--- config.mk ---
export PLATFORM = sky130hd
export DESIGN_NAME = fpu_clamp_status
export DESIGN_NICKNAME = d
export VERILOG_FILES = /design/src/rtl/fpu_clamp_status.sv
export SDC_FILE = /design/constraint.sdc
export NUM_CORES = 1
export LEC_CHECK = 0
export BUFFER_PORTS_ARGS = -buffer_cell sky130_fd_sc_hd__buf_2
export CAP_MARGIN = 5
export CORE_AREA = 2 2 115 117
export CTS_CLUSTER_SIZE = 20
export DETAILED_ROUTE_END_ITERATION = 10
export DIE_AREA = 0 0 117 119
export MAX_ROUTING_LAYER = met4
export PLACE_DENSITY = 0.66
export SETUP_SLACK_MARGIN = 0.05
export SLEW_MARGIN = 10
export SYNTH_ARGS = -nofsm -noshare
export SYNTH_HDL_FRONTEND = slang
export SYNTH_SLANG_ARGS = --single-unit
--- constraint.sdc ---
create_clock -name clk -period 3.25 [get_ports clk]
set_clock_uncertainty 0.1 [all_clocks]
set_input_delay 0.65 -clock clk [delete_from_list [all_inputs] [get_ports clk]]
set_output_delay 0.65 -clock clk [all_outputs]
set_load 0.01 [all_outputs]
--- src/rtl/fpu_clamp_status.sv ---
module fpu_clamp_status #(
  parameter int W = 32
) (
  input  logic         clk,
  input  logic         rst,
  input  logic         op_valid,
  input  logic [2:0]   op_class,
  input  logic [W-1:0] src_a,
  input  logic [W-1:0] src_b,
  input  logic [W-1:0] raw_res,
  input  logic [W-1:0] clr_mask,
  input  logic         cmp_true,
  input  logic         sw_we,
  input  logic [W-1:0] sw_data,
  output logic [W-1:0] pre_a,
  output logic [W-1:0] pre_b,
  output logic [W-1:0] res_out,
  output logic [W-1:0] status
);

  localparam int EXP_HI = W - 2;
  localparam int EXP_LO = W - 9;
  localparam logic [W-2:0] MAXF = 31'h7F7FFFFF;
  localparam logic [W-2:0] INFM = 31'h7F800000;

  localparam int B_COND = 23;
  localparam int B_INV  = 17;
  localparam int B_DIV  = 16;
  localparam int B_OVF  = 15;
  localparam int B_UNF  = 14;
  localparam int S_INV  = 6;
  localparam int S_DIV  = 5;
  localparam int S_OVF  = 4;
  localparam int S_UNF  = 3;

  typedef enum logic [2:0] {
    C_PASS   = 3'd0,
    C_ARITH  = 3'd1,
    C_DIVQ   = 3'd2,
    C_SIGNOP = 3'd3,
    C_SQRT   = 3'd4,
    C_CMP    = 3'd5,
    C_CFALSE = 3'd6
  } op_class_t;

  function automatic logic [W-1:0] cond_in(input logic [W-1:0] x);
    if (x[EXP_HI:EXP_LO] == '0)      return {x[W-1], {(W-1){1'b0}}};
    else if (&x[EXP_HI:EXP_LO])      return {x[W-1], MAXF};
    else                             return x;
  endfunction

  assign pre_a = cond_in(src_a);
  assign pre_b = cond_in(src_b);

  wire r_sign = raw_res[W-1];
  wire r_ovf  = raw_res[W-2:0] == INFM;
  wire r_unf  = !r_ovf && (raw_res[EXP_HI:EXP_LO] == '0) && (raw_res[EXP_LO-1:0] != '0);
  wire a_zero = src_a[EXP_HI:EXP_LO] == '0;
  wire b_zero = src_b[EXP_HI:EXP_LO] == '0;

  wire [W-1:0] clamped = r_ovf ? {r_sign, MAXF} :
                         r_unf ? {r_sign, {(W-1){1'b0}}} : raw_res;

  op_class_t cls;
  assign cls = op_class_t'(op_class);

  logic [W-1:0] set_bits, clr_bits;

  always_comb begin
    res_out  = raw_res;
    set_bits = '0;
    clr_bits = '0;
    case (cls)
      C_ARITH: begin
        res_out = clamped;
        if (r_ovf) begin
          set_bits[B_OVF] = 1'b1;
          set_bits[S_OVF] = 1'b1;
        end else if (r_unf) begin
          set_bits[B_UNF] = 1'b1;
          set_bits[S_UNF] = 1'b1;
        end
      end
      C_DIVQ: begin
        if (b_zero) begin
          res_out = {src_a[W-1] ^ src_b[W-1], MAXF};
          if (a_zero) begin
            set_bits[B_INV] = 1'b1;
            set_bits[S_INV] = 1'b1;
          end else begin
            set_bits[B_DIV] = 1'b1;
            set_bits[S_DIV] = 1'b1;
          end
        end else begin
          res_out = clamped;
        end
      end
      C_SIGNOP: begin
        clr_bits[B_OVF] = 1'b1;
        clr_bits[B_UNF] = 1'b1;
      end
      C_SQRT: begin
        clr_bits[B_DIV] = 1'b1;
        if (a_zero) begin
          res_out = '0;
        end else begin
          res_out = {1'b0, raw_res[W-2:0]};
          if (src_a[W-1]) begin
            set_bits[B_INV] = 1'b1;
            set_bits[S_INV] = 1'b1;
          end
        end
      end
      C_CMP: begin
        if (cmp_true) set_bits[B_COND] = 1'b1;
        else          clr_bits[B_COND] = 1'b1;
      end
      C_CFALSE: clr_bits[B_COND] = 1'b1;
      default: ;
    endcase
  end

  always_ff @(posedge clk) begin
    if (rst)           status <= '0;
    else if (sw_we)    status <= sw_data;
    else if (op_valid) status <= (status & ~(clr_bits | clr_mask)) | set_bits;
  end

  p_sw_write_r11: assert property (@(posedge clk) disable iff (rst)
    sw_we |=> status == $past(sw_data));

  p_hold_r12: assert property (@(posedge clk) disable iff (rst)
    (!sw_we && !op_valid) |=> $stable(status));

  p_no_overflow_r2: assert property (@(posedge clk) disable iff (rst)
    (op_valid && !sw_we && op_class == 3'd1 && raw_res[W-2:0] == INFM)
      |=> (status[B_OVF] && status[S_OVF]));

  p_ovf_result_r2: assert property (@(posedge clk) disable iff (rst)
    (op_class == 3'd1 && raw_res[W-2:0] == INFM) |-> res_out[W-2:0] == MAXF);

  p_div_zero_r6: assert property (@(posedge clk) disable iff (rst)
    (op_valid && !sw_we && op_class == 3'd2 && src_b[EXP_HI:EXP_LO] == '0)
      |=> (status[B_INV] || status[B_DIV]));

  p_div_quiet_r5: assert property (@(posedge clk) disable iff (rst)
    (op_valid && !sw_we && op_class == 3'd2 && src_b[EXP_HI:EXP_LO] != '0 && clr_mask == '0)
      |=> $stable(status));

  p_cmp_r9: assert property (@(posedge clk) disable iff (rst)
    (op_valid && !sw_we && op_class == 3'd5) |=> status[B_COND] == $past(cmp_true));

  p_pre_range_r1: assert property (@(posedge clk) disable iff (rst)
    pre_a[EXP_HI:EXP_LO] != '1 && pre_b[EXP_HI:EXP_LO] != '1);

endmodule

Word level (Yosys, flattened, before mapping)
Cells that the tools add are included.
{"block": "classes", "bitwise": 5, "addsub": 0, "multipliers": 0, "n_div": 0, "muxes": 28, "n_shift": 0, "n_reduce_logical": 10, "magnitude_cmp": 0, "eq_ne": 7}
{"cell": "$mux 31", "count": 7}
{"cell": "$mux 32", "count": 3}
{"cell": "$pmux 32 s3", "count": 1}
{"cell": "$and 32x32->32", "count": 1}
{"cell": "$not 32->32", "count": 1}
{"cell": "$or 24x32->32", "count": 1}
{"cell": "$or 32x24->32", "count": 1}
{"cell": "$eq 31x31->1 const B", "count": 1}
{"cell": "$logic_not 8->1", "count": 3}
{"cell": "$reduce_bool 23->1", "count": 1}
{"cell": "$reduce_and 8->1", "count": 2}
{"cell": "$mux 1", "count": 12}
{"cell": "$eq 3x3->1 const B", "count": 3}
{"cell": "$eq 3x2->1 const B", "count": 2}
{"cell": "$mux 2", "count": 3}
{"cell": "$pmux 1 s2", "count": 2}
{"cell": "$eq 3x1->1 const B", "count": 1}
{"cell": "$logic_and 1x1->1", "count": 2}
{"cell": "$reduce_bool 2->1", "count": 1}
{"cell": "$logic_not 1->1", "count": 1}
{"cell": "$xor 1x1->1", "count": 1}
{"block": "totals", "rom_bits": 0, "output_inout_bits": 128, "latchBits": 0, "word_cells": 51, "input_bits": 168, "reg_bits": 32, "mem_count": 0, "ramBits": 0}

Depth between registers and ports, before layout
Gate-level depths: netlist (run 1).
{"block": "logic_depth", "depth_word": 10, "ltp_mapped": 6, "mapped_depth_nobuf": 4}

Worst setup path after synthesis (run 1)
No wires, ideal clock.
{"block": "synth_timing", "path_type": "in2out", "startpoint": "input raw_res[5]", "endpoint": "output res_out[10]", "path_buffers": 1, "cell_stages": 5, "t_arrival_ns": 1.884, "slack_ns": 0.616, "required_time_ns": 2.500, "cell_sequence": "or4_4 -> nor2_8 -> a211oi_4 -> buf_6 -> o211ai_1"}
{"block": "synth_via", "elab_chain_len": 8, "word_cells_on_any_way": 9, "cone_classes": "eq/ne (1); mux (4); reduce/logical (4)"}
{"element": "start: declaration", "line_no": "10", "text": "input logic [W-1:0] raw_res,"}
{"element": "$eq 31x31->1", "line_no": "56", "text": "wire r_ovf = raw_res[W-2:0] == INFM;"}
{"element": "$logic_not 1->1", "line_no": "57", "text": "wire r_unf = !r_ovf && (raw_res[EXP_HI:EXP_LO] == '0) && (raw_res[EXP_LO-1:0] != '0);"}
{"element": "$logic_and 1x1->1 (2 in series)", "line_no": "57"}
{"element": "$mux 31", "line_no": "62", "text": "r_unf ? {r_sign, {(W-1){1'b0}}} : raw_res;"}
{"element": "$mux 31 (*)", "line_no": "61", "text": "wire [W-1:0] clamped = r_ovf ? {r_sign, MAXF} :"}
{"element": "$mux 32", "line_no": "85", "text": "if (b_zero) begin"}
{"element": "$pmux 32 s3 (*)", "line_no": "73", "text": "case (cls)"}
{"element": "end: declaration", "line_no": "17", "text": "output logic [W-1:0] res_out,"}
Every way passes the cells marked *; elsewhere a longest branch is shown, timed or not.

Final worst setup path (run 1)
{"block": "layout_timing", "startpoint": "input raw_res[17]", "endpoint": "output res_out[20]"}
The elaborated chain is that of the path after synthesis.

==> flow_metrics.env, run 1 <==
export IMPL_status="finished clean"
export IMPL_worstPathArrival_ns=2.28
export IMPL_max_cap_violations=0
export IMPL_port_buffers=295
export IMPL_cts_made_buffers=5
export IMPL_h_tree_depth=2
export IMPL_drt_iter0_markers=158
export IMPL_ys_ff_latch=32
export IMPL_tightestPinTransition_ns=0.667
export IMPL_synth_edf_count=0
export IMPL_yosysUniqueCellTypes=42
export IMPL_tritoncts="done"
export IMPL_wl_per_cell_um=14.2
export IMPL_grt_usage=0.159
export IMPL_post_cts_buffers=0
export IMPL_finalCritPeriodShare=0.932
export IMPL_fin_nets=822
export IMPL_largest_reg_flops=32
export IMPL_power_mw=1.30
export IMPL_ir_drop_v=0.000227
export IMPL_r2r_setup_slack_ns=2.25
export IMPL_slew_headroom=0.556
export IMPL_path_clk_slew_ns=0.05
export IMPL_final_common_cell="buf_2"
export IMPL_areaGrowthSynthToFinish_pct=65.6
export IMPL_dieWidth_um=117
export IMPL_synth_seq_area_share=0.237
export IMPL_gr_total_overflow=0
export IMPL_syn_inst=386
export IMPL_route_met3_wl_um=798
export IMPL_cp_start_kind="primary input"
export IMPL_rsz0062_at_grt="no"
export IMPL_hold_class="reg -> reg"
export IMPL_first_pass_iters=4
export IMPL_wl_met1_um=5270
export IMPL_gp_congestion=0.879
export IMPL_boundaryPins=296
export IMPL_stdcell_area_sq_um=4480
export IMPL_layout_common_cells="buf_2 (295), nand2_1 (86), o21a_1 (46)"
export IMPL_r2r_cells=3
export IMPL_dpl_cell_area_sq_um=4280
export IMPL_via_per_inst=4.51
export IMPL_yosys_most_used_dff="dfxtp_1"
export IMPL_max_freq_mhz=330
export IMPL_syn_avg_cell_area_sq_um=7.00
export IMPL_powerDensity_nw_per_um2=291
export IMPL_hold_viol_final=0
export IMPL_insertion_delay_ns=0.27
export IMPL_wl_met2_um=5660
export IMPL_drc=0
export IMPL_cts_hold_fix_buffers=0
export IMPL_fp_row_count=42
export IMPL_grt_pass1_wl_um=17100
export IMPL_syn_area_sq_um=2700
export IMPL_worstSetupEndpointType="primary output"
export IMPL_tns_ns=0
export IMPL_finalSetupViolCount=0
export IMPL_antenna_found_initial=1
export IMPL_hpwlAfterDp_um=9490
export IMPL_synthArstFlopShare=0
export IMPL_ys_warnings_count=0
export IMPL_dieArea_sq_um=13900
export IMPL_cts_resized=0
export IMPL_vias=3749
export IMPL_grt_pass1_vias=3250
export IMPL_critPathRequiredTime_ns=2.50
export IMPL_reg_largest_list="status (32)"
export IMPL_core_area_sq_um=12900
export IMPL_ant_nets=0
export IMPL_maxUsedRoutingLayer="met4"
export IMPL_initial_utilization=0.210
export IMPL_drt_total_wl_um=11800
export IMPL_largest_register="status"
export IMPL_grt_max_degree=43
export IMPL_clock_sinks=32
export IMPL_slew_violations=0
export IMPL_crit_type="in -> out"
export IMPL_synth_fp_nets=554
export IMPL_crit_fanout=13
export IMPL_die_y_um=119
export IMPL_cts_root_buffer="clkbuf_16"
export IMPL_leakage_nw=2.38
export IMPL_min_path_cells=2
export IMPL_cts_path_max_buffers=2
export IMPL_finalCriticalPeriod_ns=3.03
export IMPL_drive_above_1_share=0.507
[through the flow]
stage	utilization	hold slack, ns	cells	worst slack (ns)
finish	0.348	0.381	832	0.219
global route	0.348	0.403	832	0.124
CTS	0.344	0.384	829	0.0736
detailed placement	0.332	0.374	821	0.0639
global placement	0.332	0.372	821	0.0769
floorplan	-	0.408	386	0.616
[path summary, 6_finish.rpt]
kind	start	end
worst max-delay path	raw_res[17]	res_out[20]
worst min-delay path	status[13]	status[13]
worst max register to register	status[15]	status[15]
worst min register to register	status[13]	status[13]
[routing by layer]
layer / GRT usage / vias to the layer above
li1: - / 1906
met1: 0.213 / 1666
met2: 0.259 / 166
met3: 0.0234 / 11
met4: 0.0243 / 0
met5: - / -
[cells in the mapped netlist (2+ instances only)]
cell type   n  area (sq um)
nand2_1    86           323
o21a_1     46           345
nor2_1     15          56.3
or4_4       2          22.5
o21ai_0     3          15.0
nand3b_1   26           195
nor3b_1     3          22.5
buf_6       4          45.0
inv_1       4          15.0
nor3_1      5          25.0
o211ai_1   17           128
a31oi_1     3          18.8
nor4_1      9          56.3
clkbuf_1   44           165
nor2b_1     6          37.5
o31a_1      2          17.5
a211oi_1    4          30.0
o211ai_2    6          75.1
buf_4       2          15.0
dfxtp_1    32           641
a21oi_1    29           145
nand2b_1    6          37.5
nand4_1     7          43.8
nand3_1     7          35.0
[critical path: stages]
cell      delay, ns
buf_2          0.10
nor4_1         0.39
and4_2         0.48
nand4b_4       0.30
o211ai_1       0.19
buf_2          0.16
[layout make-up]
class                   count  area, sq um
diodes                      1         2.50
repair buffers            309         1580
inverters                   4         15.0
fillers                  1423         8400
multi-input cells         302         1870
clock inverters             2         10.0
well taps                 176          220
clock buffers               6          139
flip-flops and latches     32          641
[where the power goes]
group	total, mW	internal [mW]	switching [mW]	leakage, nW
Sequential	0.427	0.415	0.0113	0.264
Clock	0.464	0.301	0.163	0.0766
Combinational	0.413	0.207	0.207	2.04
[cell families after synthesis]
kind of cell	Yosys count	share of synthesized area
simple gates	179	0.348
compound gates	119	0.319
buf+inv	54	0.0888
flops	32	0.237
xor+xnor	2	0.00648
Power figures use the tool's default switching activity.
==> run 2, diff against run 1 <==
- ABC_AREA: unset -> 1
- PLACE_DENSITY: 0.66 -> 0.54
==> run 2 against run 1 <==
- register-to-register slack better by 0.07 ns
- hold slack got worse by 0.0022 ns
- area after synthesis decreased by 5.7%
- global-route usage grew 1.7 points
- utilization decreased by 0.91 points
- non-clock buffer count down 3
- maximum frequency increased by 4.2%
- sequential share of layout area up 0.39 points
- power is 9.7% higher
- largest power group unchanged
- highest routed layer unchanged
==> flow_metrics.env, run 2 <==
export IMPL_cp_start_kind="primary input"
export IMPL_grt_max_degree=30
export IMPL_dieArea_sq_um=13900
export IMPL_dpl_cell_area_sq_um=4180
export IMPL_tritoncts="done"
export IMPL_hold_class="reg -> reg"
export IMPL_fin_nets=899
export IMPL_grt_pass1_wl_um=18300
export IMPL_grt_pass1_vias=3576
export IMPL_finalSetupViolCount=0
export IMPL_stdcell_count=911
export IMPL_synthArstFlopShare=0
export IMPL_worstPathArrival_ns=2.16
export IMPL_drt_total_wl_um=12700
export IMPL_cts_path_max_buffers=2
export IMPL_seqPwrFrac=0.303
export IMPL_worstSetupEndpointType="primary output"
export IMPL_vias=3883
export IMPL_ir_drop_v=0.000364
export IMPL_comb_power_share=0.320
export IMPL_powerDensity_nw_per_um2=328
export IMPL_synth_top_area_share=0.251
export IMPL_yosys_most_used_dff="dfxtp_1"
export IMPL_ant_nets=0
export IMPL_clock_sinks=32
export IMPL_grt_usage=0.176
export IMPL_die_y_um=119
export IMPL_clockPowerShare=0.376
export IMPL_tightestPinTransition_ns=0.786
export IMPL_insertion_delay_ns=0.27
export IMPL_nFillCells=1460
export IMPL_critPathRequiredTime_ns=2.50
export IMPL_critPathSlowestCell="a21oi_1"
export IMPL_cts_made_buffers=5
export IMPL_stdcell_area_sq_um=4360
export IMPL_boundaryPins=296
export IMPL_drt_iter0_markers=168
export IMPL_path_cells="buf_2 -> inv_1 -> nand2_1 -> a21oi_1 -> nor2_1 -> nor2_2 -> nand2_1 -> buf_12 -> nand2_1 -> nand2_1 -> buf_2"
export IMPL_yosys_area_top_type="dfxtp_1"
export IMPL_largest_reg_flops=32
export IMPL_slew_violations=0
export IMPL_power_mw=1.43
export IMPL_drc=0
export IMPL_syn_inst=457
export IMPL_hpwlAfterDp_um=10600
export IMPL_status="finished clean"
export IMPL_syn_area_sq_um=2550
export IMPL_synth_most_common_cell="nand2_1"
export IMPL_gp_congestion=0.801
export IMPL_slew_headroom=0.475
export IMPL_via_per_inst=4.26
export IMPL_tns_ns=0
export IMPL_synth_common_cells="nand2_1 (99), inv_1 (71), a21oi_1 (62), nor2_1 (60), clkbuf_1 (35)"
export IMPL_cts_hold_fix_buffers=0
export IMPL_synth_fp_nets=625
export IMPL_largest_register="status"
export IMPL_crit_fanout=29
export IMPL_rsz0062_at_grt="no"
export IMPL_p_sw_mw=0.443
export IMPL_initial_utilization=0.198
export IMPL_core_area_sq_um=12900
export IMPL_reg_largest_list="status (32)"
export IMPL_leakage_nw=2.62
export IMPL_p_int_mw=0.989
export IMPL_wl_per_cell_um=13.9
export IMPL_h_tree_depth=2
export IMPL_synth_edf_count=0
export IMPL_gr_total_overflow=0
export IMPL_whs_ns=0.379
export IMPL_path_clk_slew_ns=0.06
export IMPL_drive_above_1_share=0.436
export IMPL_fp_row_count=42
export IMPL_finalCritPeriodShare=0.895
export IMPL_cp_slowest_stage_delay_ns=0.39
export IMPL_synth_seq_area_share=0.251
export IMPL_hold_viol_final=0
export IMPL_netlist_top_cells_area="dfxtp_1 (25%), nand2_1 (15%), a21oi_1 (12%)"
export IMPL_yosysUniqueCellTypes=24
export IMPL_cts_root_buffer="clkbuf_16"
export IMPL_areaGrowthSynthToFinish_pct=71.0
export IMPL_syn_avg_cell_area_sq_um=5.58
export IMPL_crit_type="in -> out"
export IMPL_ys_ff_latch=32
export IMPL_swShare=0.309
export IMPL_finalCriticalPeriod_ns=2.91
export IMPL_first_pass_iters=7
export IMPL_dp_cells=900
export IMPL_ys_warnings_count=0
export IMPL_final_common_cell="buf_2"
export IMPL_crit_top_cell="nand2_1"
export IMPL_layout_common_cells="buf_2 (295), nand2_1 (99), inv_1 (71)"
export IMPL_port_buffers=295
export IMPL_max_cap_violations=0
export IMPL_antenna_found_initial=3
export IMPL_dieWidth_um=117
export IMPL_max_freq_mhz=344
## run 2: cell types whose count changed after synthesis, sizes merged, moves of 16 or more
| cell | previous run | this run |
|---|---|---|
| a21oi | 29 | 62 |
| nor2 | 16 | 62 |
| o21a | 46 | 0 |
| a211oi | 5 | 21 |
| nand3b | 26 | 1 |
| inv | 4 | 71 |
| o21ai | 3 | 34 |
| o211ai | 23 | 0 |
## run 2: logic make-up (layout without fill, tap and decap cells)
| logic type | after synthesis | count (layout) | synth area share |
|---|---|---|---|
| buffers and inverters | 111 | 386 | 0.171 |
| xor gates and xnor gates | 1 | 1 | 0.00344 |
| DFF | 32 | 32 | 0.251 |
| AOI/OAI and AO/OA | 124 | 124 | 0.271 |
| and+or+nand+nor | 189 | 189 | 0.304 |
| other | 0 | 3 | 0 |
## run 2: timing repair
item	4_1_cts	5_1_grt
endpoints found under the setup margin	0	1
setup buffers	0	0
gates resized for setup	0	1
## run 2: final cells by class
cell class	count	area (sq um)	area share
antenna	3	7.51	0.00172
clock buffer	5	125	0.0287
tap	176	220	0.0505
sequential	32	641	0.147
timing repair buffer	306	1570	0.361
inverter	72	270	0.0620
clock inverter	3	42.5	0.00976
multi-input combinational	314	1480	0.340
## run 2: metal layers
metal / track usage / part of all wire / vias to the layer above
met5: - / 0 / -
li1: - / - / 2008
met1: 0.207 / 0.41 / 1658
met4: 0.0493 / 0.012 / 0
met2: 0.304 / 0.48 / 208
met3: 0.0316 / 0.096 / 9
## run 2: final timing paths
| kind | startpoint | endpoint | slack (ns) | cells past startpoint |
|---|---|---|---|---|
| hold / removal | status[23] | status[23] | 0.38 | 2 |
| setup / recovery | op_class[1] | res_out[25] | 0.34 | 11 |
| hold reg to reg | status[23] | status[23] | 0.38 | 2 |
| setup reg to reg | status[14] | status[14] | 2.32 | 6 |
## run 2: worst max-delay path: cells and delay by family
family                 cells  cell delay, ns
buffers and inverters      4            0.52
AOI/OAI and AO/OA          1            0.39
and+or+nand+nor            6            0.59
## run 2: power groups by stage
stage                     sequential [mW]  clock [mW]  combinational (mW)
after floorplan                     0.454           0               0.199
after global routing                0.438       0.570               0.516
final                               0.434       0.539               0.459
after CTS                           0.434       0.549               0.464
after detailed placement            0.441           0               0.463
after global placement              0.442           0               0.465
## run 2: per-stage QoR
| step | setup WS [ns] | util |
|---|---|---|
| 6_report | 0.342 | 0.339 |
| 5_1_grt | 0.165 | 0.338 |
| 4_1_cts | 0.201 | 0.337 |
| 3_5_place_dp | 0.243 | 0.324 |
| 3_3_place_gp | 0.339 | 0.324 |
| 2_1_floorplan | 0.755 | - |
==> run 3, diff against run 2 <==
- PLACE_DENSITY: 0.54 -> 0.53
==> run 3 against run 2 <==
- maximum frequency decreased by 2.2%
- sequential power about the same
- critical path depth is 2 lower
- first-iteration DRC count decreased by 16%
- count of clock-buffer cells in the layout is 2 higher
- combinational power shrank 1%
- cell count down 0.33%
- non-clock buffer count down 2
- wire length fell by 4.8%
- clock power up 8.7%
- global-route usage fell by 1.3 points
- largest cell class unchanged
- largest power group unchanged
==> flow_metrics.env, run 3 (synthesis gave the netlist of run 2 again) <==
export IMPL_clock_sinks=32
export IMPL_gr_total_overflow=0
export IMPL_finalSetupViolCount=0
export IMPL_port_buffers=295
export IMPL_drive_above_1_share=0.434
export IMPL_drt_iter0_markers=141
export IMPL_max_cap_violations=0
export IMPL_grt_usage=0.163
export IMPL_core_area_sq_um=12900
export IMPL_hp_start="status[23]"
export IMPL_drt_total_wl_um=12100
export IMPL_worstSetupEndpointType="primary output"
export IMPL_rsz0062_at_grt="no"
export IMPL_tritoncts="done"
export IMPL_cts_path_max_buffers=2
export IMPL_hold_class="reg -> reg"
export IMPL_power_mw=1.47
export IMPL_slew_headroom=0.333
export IMPL_r2r_start="status[14]"
export IMPL_whs_ns=0.384
export IMPL_grt_max_degree=33
export IMPL_post_cts_buffers=0
export IMPL_critPathLaunch="raw_res[16]"
export IMPL_slew_violations=0
export IMPL_dieWidth_um=117
export IMPL_reg_largest_list="status (32)"
export IMPL_antenna_found_initial=2
export IMPL_initial_utilization=0.198
export IMPL_largest_reg_flops=32
export IMPL_grt_pass1_vias=3407
export IMPL_ir_drop_v=0.000353
export IMPL_status="finished clean"
export IMPL_fin_nets=897
export IMPL_via_per_inst=4.21
export IMPL_drc=0
export IMPL_h_tree_depth=2
export IMPL_cts_root_buffer="clkbuf_16"
export IMPL_cts_hold_fix_buffers=0
export IMPL_gp_congestion=0.810
export IMPL_leakage_nw=2.62
export IMPL_final_common_cell="buf_2"
export IMPL_first_pass_iters=4
export IMPL_insertion_delay_ns=0.28
export IMPL_path_clk_slew_ns=0.06
export IMPL_largest_register="status"
export IMPL_nFillCells=1476
export IMPL_hpwlAfterDp_um=9970
export IMPL_crit_fanout=27
export IMPL_finalCriticalPeriod_ns=2.97
export IMPL_worstPathArrival_ns=2.22
export IMPL_critPathRequiredTime_ns=2.50
export IMPL_max_freq_mhz=336
export IMPL_wl_per_cell_um=13.3
export IMPL_die_y_um=119
export IMPL_cts_made_buffers=5
export IMPL_tightestPinTransition_ns=1.00
export IMPL_crit_type="in -> out"
export IMPL_cp_start_kind="primary input"
export IMPL_powerDensity_nw_per_um2=339
export IMPL_areaGrowthSynthToFinish_pct=70.6
export IMPL_dieArea_sq_um=13900
export IMPL_setup_ws_ns=0.276
export IMPL_fp_row_count=42
export IMPL_boundaryPins=296
export IMPL_tns_ns=0
export IMPL_layout_common_cells="buf_2 (295), nand2_1 (99), inv_1 (71)"
export IMPL_cts_resized=0
export IMPL_vias=3821
export IMPL_ant_nets=0
export IMPL_dp_worst_setup_slack_ns=0.252
export IMPL_finalCritPeriodShare=0.915
export IMPL_hold_viol_final=0
export IMPL_grt_pass1_wl_um=17200
run 3: worst max-delay path: stages:
cell and delay, ns:
buf_2 0.09, nor2_1 0.05, nand2_1 0.07, nor2_1 0.04
nand3_1 0.12, nor3_1 0.08, o21ai_2 0.77, nand2_1 0.15
buf_2 0.19
run 3: final cells by class:
type,instances,area [sq um],area share
flip-flops and latches,32,641,0.147
well taps,176,220,0.0506
diodes,2,5.00,0.00115
inverters,72,270,0.0621
clock inverters,1,30.0,0.00690
repair buffers,304,1560,0.358
clock buffers,7,153,0.0351
multi-input cells,314,1470,0.339
run 3: report_power, final:
group          total [mW]  switching (mW)  leakage, nW  internal (mW)
logic               0.453           0.246         2.26          0.207
clock network       0.586           0.182       0.0901          0.404
registers           0.434          0.0142        0.265          0.420
run 3: through the flow:
stage	instance area [sq um]	instances	util
global route	4350	908	0.338
CTS	4340	906	0.337
detailed placement	4160	898	0.323
finish	4350	908	0.338
global placement	4160	898	0.323
floorplan	2550	457	-
run 3: routing by layer:
metal  vias up  track usage  part of all wire
li1       2010            -                 -
met1      1603        0.186              0.42
met2       198        0.286              0.48
met3        10       0.0356             0.082
met4         0       0.0426             0.012
met5         -            -                 0
run 3: path summary, 6_finish.rpt:
| kind | end | slack, ns | cells after the start |
|---|---|---|---|
| setup / recovery | res_out[25] | 0.28 | 9 |
| hold reg to reg | status[23] | 0.38 | 2 |
| hold / removal | status[23] | 0.38 | 2 |
| setup reg to reg | status[14] | 2.33 | 6 |
